$ cat src/rtl/ccd_vseq_pkg.sv
package ccd_vseq_pkg;
  localparam int PIX_W  = 16;
  localparam int LINE_W = 12;
  localparam int SUM_W  = PIX_W + 3;

  typedef enum logic [1:0] {
    VL_LOW  = 2'b00,
    VL_MID  = 2'b01,
    VL_HIGH = 2'b10
  } vlvl_e;

  typedef struct packed {
    logic [PIX_W-1:0]  line_len;
    logic [LINE_W-1:0] frame_lines;
    logic [PIX_W-1:0]  ped_len;
    logic [PIX_W-1:0]  high_len;
    logic [PIX_W-1:0]  v1_len;
    logic [PIX_W-1:0]  v2_len;
    logic [PIX_W-1:0]  h_gap;
  } vcfg_t;
endpackage

$ cat src/rtl/ccd_vseq_cfg.sv
module ccd_vseq_cfg
  import ccd_vseq_pkg::*;
(
  input  logic  clk_i,
  input  logic  rst_ni,
  input  logic  load_i,
  input  vcfg_t cfg_i,
  output vcfg_t cfg_o
);
  vcfg_t cfg_q;

  always_ff @(posedge clk_i or negedge rst_ni) begin
    if (!rst_ni)     cfg_q <= '0;
    else if (load_i) cfg_q <= cfg_i;
  end

  assign cfg_o = cfg_q;
endmodule

$ cat src/rtl/ccd_vseq_timer.sv
module ccd_vseq_timer
  import ccd_vseq_pkg::*;
(
  input  logic              clk_i,
  input  logic              rst_ni,
  input  logic [PIX_W-1:0]  line_len_i,
  input  logic [LINE_W-1:0] frame_lines_i,
  output logic              run_o,
  output logic              load_o,
  output logic [PIX_W-1:0]  pix_o,
  output logic [LINE_W-1:0] line_o
);
  localparam logic [PIX_W-1:0]  PIX_ONE  = PIX_W'(1);
  localparam logic [LINE_W-1:0] LINE_ONE = LINE_W'(1);

  logic              run_q;
  logic [PIX_W-1:0]  pix_q;
  logic [LINE_W-1:0] line_q;
  logic              eol, eof;

  assign eol = (pix_q == line_len_i - PIX_ONE);
  assign eof = (line_q == frame_lines_i - LINE_ONE);

  // first cycle out of reset only loads configuration
  always_ff @(posedge clk_i or negedge rst_ni) begin
    if (!rst_ni) begin
      run_q  <= 1'b0;
      pix_q  <= '0;
      line_q <= '0;
    end else if (!run_q) begin
      run_q  <= 1'b1;
      pix_q  <= '0;
      line_q <= '0;
    end else if (eol) begin
      pix_q  <= '0;
      line_q <= eof ? '0 : line_q + LINE_ONE;
    end else begin
      pix_q  <= pix_q + PIX_ONE;
    end
  end

  assign run_o  = run_q;
  assign load_o = !run_q || (eol && eof);
  assign pix_o  = pix_q;
  assign line_o = line_q;

  a_r2_pix_in_line: assert property (@(posedge clk_i) disable iff (!rst_ni)
    (run_q && line_len_i != '0) |-> (pix_q < line_len_i));

  a_r2_line_in_frame: assert property (@(posedge clk_i) disable iff (!rst_ni)
    (run_q && frame_lines_i != '0) |-> (line_q < frame_lines_i));
endmodule

$ cat src/rtl/ccd_vseq_vgen.sv
module ccd_vseq_vgen
  import ccd_vseq_pkg::*;
(
  input  logic             run_i,
  input  logic             line_zero_i,
  input  logic [PIX_W-1:0] pix_i,
  input  logic [PIX_W-1:0] ped_len_i,
  input  logic [PIX_W-1:0] high_len_i,
  input  logic [PIX_W-1:0] v1_len_i,
  input  logic [PIX_W-1:0] v2_len_i,
  input  logic [PIX_W-1:0] h_gap_i,
  output logic [1:0]       v1_code_o,
  output logic [1:0]       v2_code_o,
  output logic             h_active_o
);
  logic [SUM_W-1:0] p, ped, hi, v1, v2, gap;
  logic [SUM_W-1:0] xoff, vmax, hstart;
  logic             in_hi, in_v1, in_v2;

  assign p   = SUM_W'(pix_i);
  assign ped = SUM_W'(ped_len_i);
  assign hi  = SUM_W'(high_len_i);
  assign v1  = SUM_W'(v1_len_i);
  assign v2  = SUM_W'(v2_len_i);
  assign gap = SUM_W'(h_gap_i);

  always_comb begin
    // line 0 shifts its transfer behind the readout pulse and both guards
    xoff   = line_zero_i ? (ped + ped + hi) : '0;
    vmax   = (v1 > v2) ? v1 : v2;
    hstart = xoff + vmax + gap;
    in_hi  = line_zero_i && (p >= ped) && (p < ped + hi);
    in_v2  = (p >= xoff) && (p < xoff + v2);
    in_v1  = (p >= xoff) && (p < xoff + v1);

    v2_code_o = VL_MID;
    if (run_i && in_hi)      v2_code_o = VL_HIGH;
    else if (run_i && in_v2) v2_code_o = VL_LOW;

    v1_code_o  = (run_i && in_v1) ? VL_MID : VL_LOW;
    h_active_o = run_i && (p >= hstart);
  end
endmodule

$ cat src/rtl/ccd_vseq_top.sv
module ccd_vseq_top
  import ccd_vseq_pkg::*;
(
  input  logic              clk_i,
  input  logic              rst_ni,
  input  logic [PIX_W-1:0]  line_len_i,
  input  logic [LINE_W-1:0] frame_lines_i,
  input  logic [PIX_W-1:0]  ped_len_i,
  input  logic [PIX_W-1:0]  high_len_i,
  input  logic [PIX_W-1:0]  v1_len_i,
  input  logic [PIX_W-1:0]  v2_len_i,
  input  logic [PIX_W-1:0]  h_gap_i,
  output logic [1:0]        v1_code_o,
  output logic [1:0]        v2_code_o,
  output logic              line_start_o,
  output logic              frame_start_o,
  output logic              h_active_o
);
  vcfg_t             cfg_in, cfg_q;
  logic              run, load, line_zero;
  logic [PIX_W-1:0]  pix;
  logic [LINE_W-1:0] line;

  assign cfg_in = '{line_len: line_len_i, frame_lines: frame_lines_i,
                    ped_len: ped_len_i, high_len: high_len_i,
                    v1_len: v1_len_i, v2_len: v2_len_i, h_gap: h_gap_i};

  ccd_vseq_cfg u_cfg (
    .clk_i (clk_i),
    .rst_ni(rst_ni),
    .load_i(load),
    .cfg_i (cfg_in),
    .cfg_o (cfg_q)
  );

  ccd_vseq_timer u_timer (
    .clk_i        (clk_i),
    .rst_ni       (rst_ni),
    .line_len_i   (cfg_q.line_len),
    .frame_lines_i(cfg_q.frame_lines),
    .run_o        (run),
    .load_o       (load),
    .pix_o        (pix),
    .line_o       (line)
  );

  assign line_zero = (line == '0);

  ccd_vseq_vgen u_vgen (
    .run_i      (run),
    .line_zero_i(line_zero),
    .pix_i      (pix),
    .ped_len_i  (cfg_q.ped_len),
    .high_len_i (cfg_q.high_len),
    .v1_len_i   (cfg_q.v1_len),
    .v2_len_i   (cfg_q.v2_len),
    .h_gap_i    (cfg_q.h_gap),
    .v1_code_o  (v1_code_o),
    .v2_code_o  (v2_code_o),
    .h_active_o (h_active_o)
  );

  assign line_start_o  = run && (pix == '0);
  assign frame_start_o = line_start_o && line_zero;

  a_r2_frame_on_line: assert property (@(posedge clk_i) disable iff (!rst_ni)
    frame_start_o |-> line_start_o);

  a_r3_high_in_line0: assert property (@(posedge clk_i) disable iff (!rst_ni)
    (v2_code_o == VL_HIGH) |-> line_zero);

  a_r5_read_when_idle: assert property (@(posedge clk_i) disable iff (!rst_ni)
    h_active_o |-> (v1_code_o == VL_LOW && v2_code_o == VL_MID));

  a_r6_legal_codes: assert property (@(posedge clk_i) disable iff (!rst_ni)
    (v1_code_o != VL_HIGH) && (v1_code_o != 2'b11) && (v2_code_o != 2'b11));

  a_r6_no_same_dir: assert property (@(posedge clk_i) disable iff (!rst_ni)
    !((v1_code_o > $past(v1_code_o)) && (v2_code_o > $past(v2_code_o))) &&
    !((v1_code_o < $past(v1_code_o)) && (v2_code_o < $past(v2_code_o))));

  a_r7_cfg_at_frame: assert property (@(posedge clk_i) disable iff (!rst_ni)
    !$stable(cfg_q) |-> frame_start_o);
endmodule

$ cat config.mk
export PLATFORM = sky130hd
export DESIGN_NAME = ccd_vseq_top
export DESIGN_NICKNAME = d
export VERILOG_FILES = /design/src/rtl/ccd_vseq_pkg.sv /design/src/rtl/ccd_vseq_cfg.sv /design/src/rtl/ccd_vseq_timer.sv /design/src/rtl/ccd_vseq_vgen.sv /design/src/rtl/ccd_vseq_top.sv
export SDC_FILE = /design/constraint.sdc
export NUM_CORES = 1
export LEC_CHECK = 0
export ABC_AREA = 1
export ABC_CLOCK_PERIOD_IN_PS = 6400
export CELL_PAD_IN_SITES_DETAIL_PLACEMENT = 0
export CELL_PAD_IN_SITES_GLOBAL_PLACEMENT = 1
export CORE_MARGIN = 2
export CORE_UTILIZATION = 30
export CTS_CLUSTER_SIZE = 16
export DETAILED_ROUTE_END_ITERATION = 7
export PLACE_DENSITY = 0.63
export REMOVE_ABC_BUFFERS = 1
export SYNTH_ARGS = -nofsm -noshare
export SYNTH_HDL_FRONTEND = slang
export SYNTH_SLANG_ARGS = --single-unit
$ cat constraint.sdc
create_clock -name clk_i -period 6.4 [get_ports clk_i]
set_clock_uncertainty 0.05 [all_clocks]
set_input_delay 0.64 -clock clk_i [delete_from_list [all_inputs] [get_ports clk_i]]
set_output_delay 0.64 -clock clk_i [all_outputs]
set_load 0.02 [all_outputs]
# Word-level counts from Yosys, hierarchy flattened
# Index checks and enable logic that the tools add are counted.
[word_totals] ramBits=0 romBits=0 memories=0 latchBits=0 register_bits=137
[op_classes] multipliers=0 n_mux=10 add_sub_neg=11 shift=0 n_div=0 eq_ne=3 n_lt_le_gt_ge=7 bitwise_logic=0 reduce_logical=15
[ops] op="adder 19 x 16 -> 19 bit" count=4
[ops] op="< comparator 16 x 19 -> 1 bit" count=3
[ops] op="two-way mux 16 bit" count=3
[ops] op="greater-or-equal comparator 16 x 19 -> 1 bit" count=2
[ops] op="two-way mux 12 bit" count=3
[ops] op="adder 16 x 16 -> 17 bit" count=2
[ops] op="adder 19 bit" count=1
[ops] op="two-way mux 19 bit" count=1
[ops] op="adder 16 x 1 -> 16 bit (second input constant)" count=1
[ops] op="== test 16 bit" count=1
[ops] op="greater-or-equal comparator 16 bit" count=1
[ops] op="greater-than comparator 16 bit" count=1
[ops] op="logical NOT 16 bit" count=1
[ops] op="subtractor 16 x 1 -> 16 bit (second input constant)" count=1
[ops] op="adder 12 x 1 -> 12 bit (second input constant)" count=1
[ops] op="== test 12 bit" count=1
[ops] op="logical NOT 12 bit" count=1
[ops] op="subtractor 12 x 1 -> 12 bit (second input constant)" count=1
[ops] op="logical AND 1 bit" count=11
[ops] op="two-way mux 1 bit" count=2
[ops] op="two-way mux 2 bit" count=1
[ops] op="!= test 2 bit (second input constant)" count=1
[ops] op="logical NOT 1 bit" count=1
[ops] op="logical OR 1 bit" count=1

# Depth between registers and ports, before layout
[logic_depth] word_depth=9 mapped_depth=33 ltp_nobuf=32

# Cells and area by module
# From an unflattened synthesis, not the netlist that was laid out.
[unflattened] cells_unflattened=2035 area_unflattened_um2=14015.9
[modules_own_cells] mod="ccd_vseq_vgen" cells_each=1069 instances=1 area_each_um2=6864.1
[modules_own_cells] mod="ccd_vseq_cfg" cells_each=456 instances=1 area_each_um2=4070.2
[modules_own_cells] mod="ccd_vseq_timer" cells_each=482 instances=1 area_each_um2=2961.6
[modules_own_cells] mod="ccd_vseq_top" cells_each=28 instances=1 area_each_um2=120.1

# Least setup slack after synthesis
# OpenSTA, ideal clock, no wires.
[synth_timing] kind="register to output" start="register u_timer.line_q[0], in the netlist u_timer.line_o[0]" end="output h_active_o" stages_incl_launch_ff=29 slack_ps=1006 t_arrival_ps=4704 cell_sequence="dfrtp_1 inv_1 ha_1 nand2_1 nor4_2 clkbuf_1 nand2_1 a31oi_1 inv_1 fa_1 inv_1 ha_1 inv_1 o21ai_0 a21oi_1 nand2_1 a31oi_1 xor2_1 ha_1 nand2_1 nor2_1 nand2_1 nor2_1 o21ai_0 nand2_1 nand2_1 nand2_1 nand2_1 nor2_1"
[synth_via] elab_chain_len=6
[synth_lines] item="from (decl)" line_no="ccd_vseq_timer.sv:18" source="logic [LINE_W-1:0] line_q;"
[synth_lines] item="from (signal assigned)" line_no="ccd_vseq_timer.sv:36" source="line_q <= eof ? '0 : line_q + LINE_ONE;"
[synth_lines] item="logical NOT 12 bit" line_no="ccd_vseq_top.sv:47" source="assign line_zero = (line == '0);"
[synth_lines] item="two-way mux 19 bit" line_no="ccd_vseq_vgen.sv:29" source="xoff = line_zero_i ? (ped + ped + hi) : '0;"
[synth_lines] item="adder 19 bit" line_no="ccd_vseq_vgen.sv:31" source="hstart = xoff + vmax + gap;"
[synth_lines] item="adder 19 x 16 -> 19 bit" line_no="ccd_vseq_vgen.sv:31"
[synth_lines] item="greater-or-equal comparator 16 x 19 -> 1 bit" line_no="ccd_vseq_vgen.sv:41" source="h_active_o = run_i && (p >= hstart);"
[synth_lines] item="logical AND 1 bit" line_no="ccd_vseq_vgen.sv:41"
[synth_lines] item="to (decl)" line_no="ccd_vseq_top.sv:17" source="output logic h_active_o"
# Every way passes these cells.

# Worst setup path in the final report
[layout_timing] start="register u_cfg.cfg_o[23] (netlist name)" end="output h_active_o"
[layout_via] elab_chain_len=6
[layout_lines] item="greater-than comparator 16 bit" line_no="ccd_vseq_vgen.sv:30" source="vmax = (v1 > v2) ? v1 : v2;"
[layout_lines] item="two-way mux 16 bit *" line_no="ccd_vseq_vgen.sv:30"
[layout_lines] item="adder 19 bit *" line_no="ccd_vseq_vgen.sv:31"
[layout_lines] item="adder 19 x 16 -> 19 bit *" line_no="ccd_vseq_vgen.sv:31"
[layout_lines] item="greater-or-equal comparator 16 x 19 -> 1 bit *" line_no="ccd_vseq_vgen.sv:41"
[layout_lines] item="logical AND 1 bit *" line_no="ccd_vseq_vgen.sv:41"
# Every way passes the cells marked *; elsewhere a longest branch is shown, timed or not.

==> impl_metrics.env <==
export IMPL_critical_path_required_ns=5.71
export IMPL_portBuffers=115
export IMPL_fillCellCount=4922
export IMPL_post_place_cells=2685
export IMPL_via_count=13200
export IMPL_cts_buffers_inserted=17
export IMPL_drv_slew=0
export IMPL_synthesized_area_sq_um=13900
export IMPL_clock_tree_htree_level_count=4
export IMPL_totalNegativeSetupSlack_ns=0
export IMPL_critPathMaxStageDelay_ns=0.44
export IMPL_post_route_cell_area_sq_um=16500
export IMPL_dr_pass1_iters=5
export IMPL_drt_total_wl_mm=43.9
export IMPL_slew_headroom=0.348
export IMPL_grt_antenna_before_repair=0
export IMPL_power_per_cell_area_nw_per_um2=315
export IMPL_die_area_sq_um=48200
export IMPL_number_of_synthesized_flops_with_an_enable_pin=0
export IMPL_transition_time_at_the_pin_with_the_least_slew_margin_ns=0.978
export IMPL_ctsRootBufferMaster="clkbuf_16"
export IMPL_maxClockFrequency_ghz=0.163
export IMPL_synth_seq_area_share=0.246
export IMPL_placedInstanceArea_sq_um=15800
export IMPL_syn_inst=1992
export IMPL_pin_count_of_the_biggest_net_entering_global_routing=85
export IMPL_critPathArrivalTime_ns=5.46
export IMPL_hp_class="input port to asynchronous set/reset pin"
export IMPL_die_height_um=220
export IMPL_core_region_area_sq_um=45600
export IMPL_synthDominantCellAreaShare=0.246
export IMPL_grt_ovfl_total=0
export IMPL_crit_path_start="u_cfg.cfg_o[23]"
export IMPL_layout_drive_gt1_share=0.0538
export IMPL_initial_core_util=0.306
export IMPL_drt_vias_per_instance=4.84
export IMPL_syn_to_final_growth_pct=18.4
export IMPL_n_antenna_cell=0
export IMPL_cts_hold_repair_buffers=0
export IMPL_final_setup_viol_count=0
export IMPL_drc=0
export IMPL_number_of_hold_violations_in_the_final_report=0
export IMPL_cp_endpoint="h_active_o"
export IMPL_first_global_vias=13200
export IMPL_ir_worst_vdd_v=0.000189
export IMPL_numClockSinks=137
export IMPL_r2r_cells=14
export IMPL_cts_max_path_buffers=2
export IMPL_synth_common_cells="nand2_1 (604), inv_1 (209), ha_1 (194), nand3_1 (191), nor2_1 (166)"
export IMPL_syn_avg_cell_area_sq_um=7.00
export IMPL_async_reset_ff_frac=1.00
export IMPL_outcome="finished, final reports clean"
export IMPL_detail_route_wl_per_cell_um=16.1
export IMPL_cp_common_cell="nand2_1"
export IMPL_globalRouteTotalUtil=0.190
export IMPL_synth_most_common_cell="nand2_1"
export IMPL_placement_rows=78
export IMPL_post_synth_num_cell_types=46
export IMPL_final_core_util=0.362
export IMPL_rr_startpoint="u_cfg.cfg_o[92]"
export IMPL_cap_viol_max_count=0
export IMPL_timing_worst_setup_path_type="register to output port"
export IMPL_placement_stage_worst_setup_slack_ns=0.240
export IMPL_yosys_warnings=0
export IMPL_io_pins=117
export IMPL_crit_path_max_fanout=5
export IMPL_fin_crit_sh=0.961
export IMPL_drtAntennaViolNets=0
export IMPL_tritoncts="done"
export IMPL_clkLatencyLatePin_ns=0.46
export IMPL_worst_setup_path_end_kind="output port"
export IMPL_yosys_top_cells_area="dfrtp_1 (25%), ha_1 (17%), nand2_1 (16%)"
export IMPL_place_hpwl_mm=34.8
export IMPL_finalWeightedCongestion=0.898
export IMPL_power_static_leakage_nw=8.58
export IMPL_clkTransAtPathRegs_ns=0.07
export IMPL_rsz0062_at_grt="yes"
export IMPL_yosysTopAreaCell="dfrtp_1"
export IMPL_min_period_ns=6.15
export IMPL_start_kind="register"
export IMPL_synth_ff_type="dfrtp_1"
export IMPL_fin_cells=2720
export IMPL_final_nets=2432
export IMPL_synth_ff_latch_count=137
export IMPL_detail_route_iter0_violations=574
export IMPL_die_outline_width_um=220
export IMPL_critical_path_slowest_cell="fa_1"
export IMPL_postLayoutSetupSlackWorst_ns=0.251
export IMPL_r2r_slack_ns=2.51
export IMPL_grt_pass1_wl_mm=70.7
export IMPL_crit_reg2reg_capture="u_cfg.cfg_o[25]"
## stage by stage
step           power (W)  hold WS (ns)
2_1_floorplan    0.00326         0.294
3_5_place_dp     0.00406         0.416
4_1_cts          0.00518         0.191
3_3_place_gp     0.00403         0.410
5_1_grt          0.00575         0.229
6_report         0.00520         0.185
## flip-flops by register name (all words and copies together), names as in the netlist
register        flops
u_cfg.cfg_o       108
u_timer.run_o       1
u_timer.pix_o      16
u_timer.line_o     12
## worst max-delay path, delay by kind of cell (launching register included)
family | cells | cell delay (ns)
and+or+nand+nor | 18 | 2.15
adders and majority gates | 5 | 1.70
buffers and inverters | 3 | 0.45
DFF | 1 | 0.41
xor gates and xnor gates | 1 | 0.16
AOI/OAI and AO/OA | 1 | 0.12
## how the worst min path moves through the flow
stage	start	to	slack (ns)	cells after the start
global route	rst_ni	u_cfg.cfg_o[40]	0.23	1
CTS	rst_ni	u_cfg.cfg_o[40]	0.19	1
global placement	u_cfg.cfg_o[11]	u_cfg.cfg_o[11]	0.41	2
floorplan	rst_ni	u_cfg.cfg_o[0]	0.29	0
finish	rst_ni	u_cfg.cfg_o[7]	0.18	1
detailed placement	u_cfg.cfg_o[13]	u_cfg.cfg_o[13]	0.42	2
## metal layers
layer  vias up  part of all wire  GRT usage
met3        45             0.028     0.0319
met2       184              0.47      0.317
li1       6763                 -          -
met1      6177              0.48      0.251
met4         0             0.022     0.0579
met5         -                 0          0
## repair_timing
item,4_1_cts,5_1_grt
setup buffers,0,3
endpoints found under the setup margin,2,3
resized for setup,6,26
pin swaps,0,3
## report_power, final
part,total (W),switching (W),leakage [nW],internal [W]
clock network,0.00107,0.000431,0.283,0.000641
registers,0.00107,0.000116,1.72,0.000958
logic,0.00306,0.00186,6.57,0.00120
total,0.00520,0.00240,8.58,0.00280
## cells by family (layout without fill, tap and decap cells)
group	Yosys count	count (layout)	synth area share
flip-flops	137	137	0.246
other	2	2	0.000539
AO/OA/AOI/OAI	230	230	0.0917
XOR/XNOR	94	94	0.0591
AND/OR/NAND/NOR	1052	1052	0.319
adder cells (fa/ha/maj)	215	215	0.204
buffers and inverters	262	390	0.0792
## final cells by class
class | instances | area, sq um | area share
multi-input cells | 1593 | 9530 | 0.577
flip-flops and latches | 137 | 3430 | 0.208
repair buffers | 145 | 1380 | 0.0836
inverters | 213 | 800 | 0.0484
well taps | 600 | 751 | 0.0455
clock buffers | 21 | 470 | 0.0285
clock inverters | 11 | 145 | 0.00879
## cell usage in the layout, fill, tap and decap left out, types with 4 or more instances in the layout
master,netlist,routed
nor2_1,166,162
nand4_1,20,20
a21oi_1,117,110
nand2_4,1,4
nand3_2,11,13
nor4_1,9,9
o21bai_1,12,12
nor3_1,27,25
nand2_1,604,600
clkinvlp_4,0,6
xnor2_1,37,37
buf_4,6,31
a21oi_2,0,7
o21ai_0,60,57
dfrtp_1,137,137
a31oi_1,12,11
clkbuf_16,0,17
nor2_2,5,9
a211oi_1,5,5
inv_1,209,208
nand3_1,191,189
inv_2,4,5
clkdlybuf4s50_1,0,111
ha_1,194,194
xor2_1,57,57
a21o_1,7,7
nand3b_1,7,7
fa_1,21,21
Note: power is estimated with default switching activity, not from simulation.
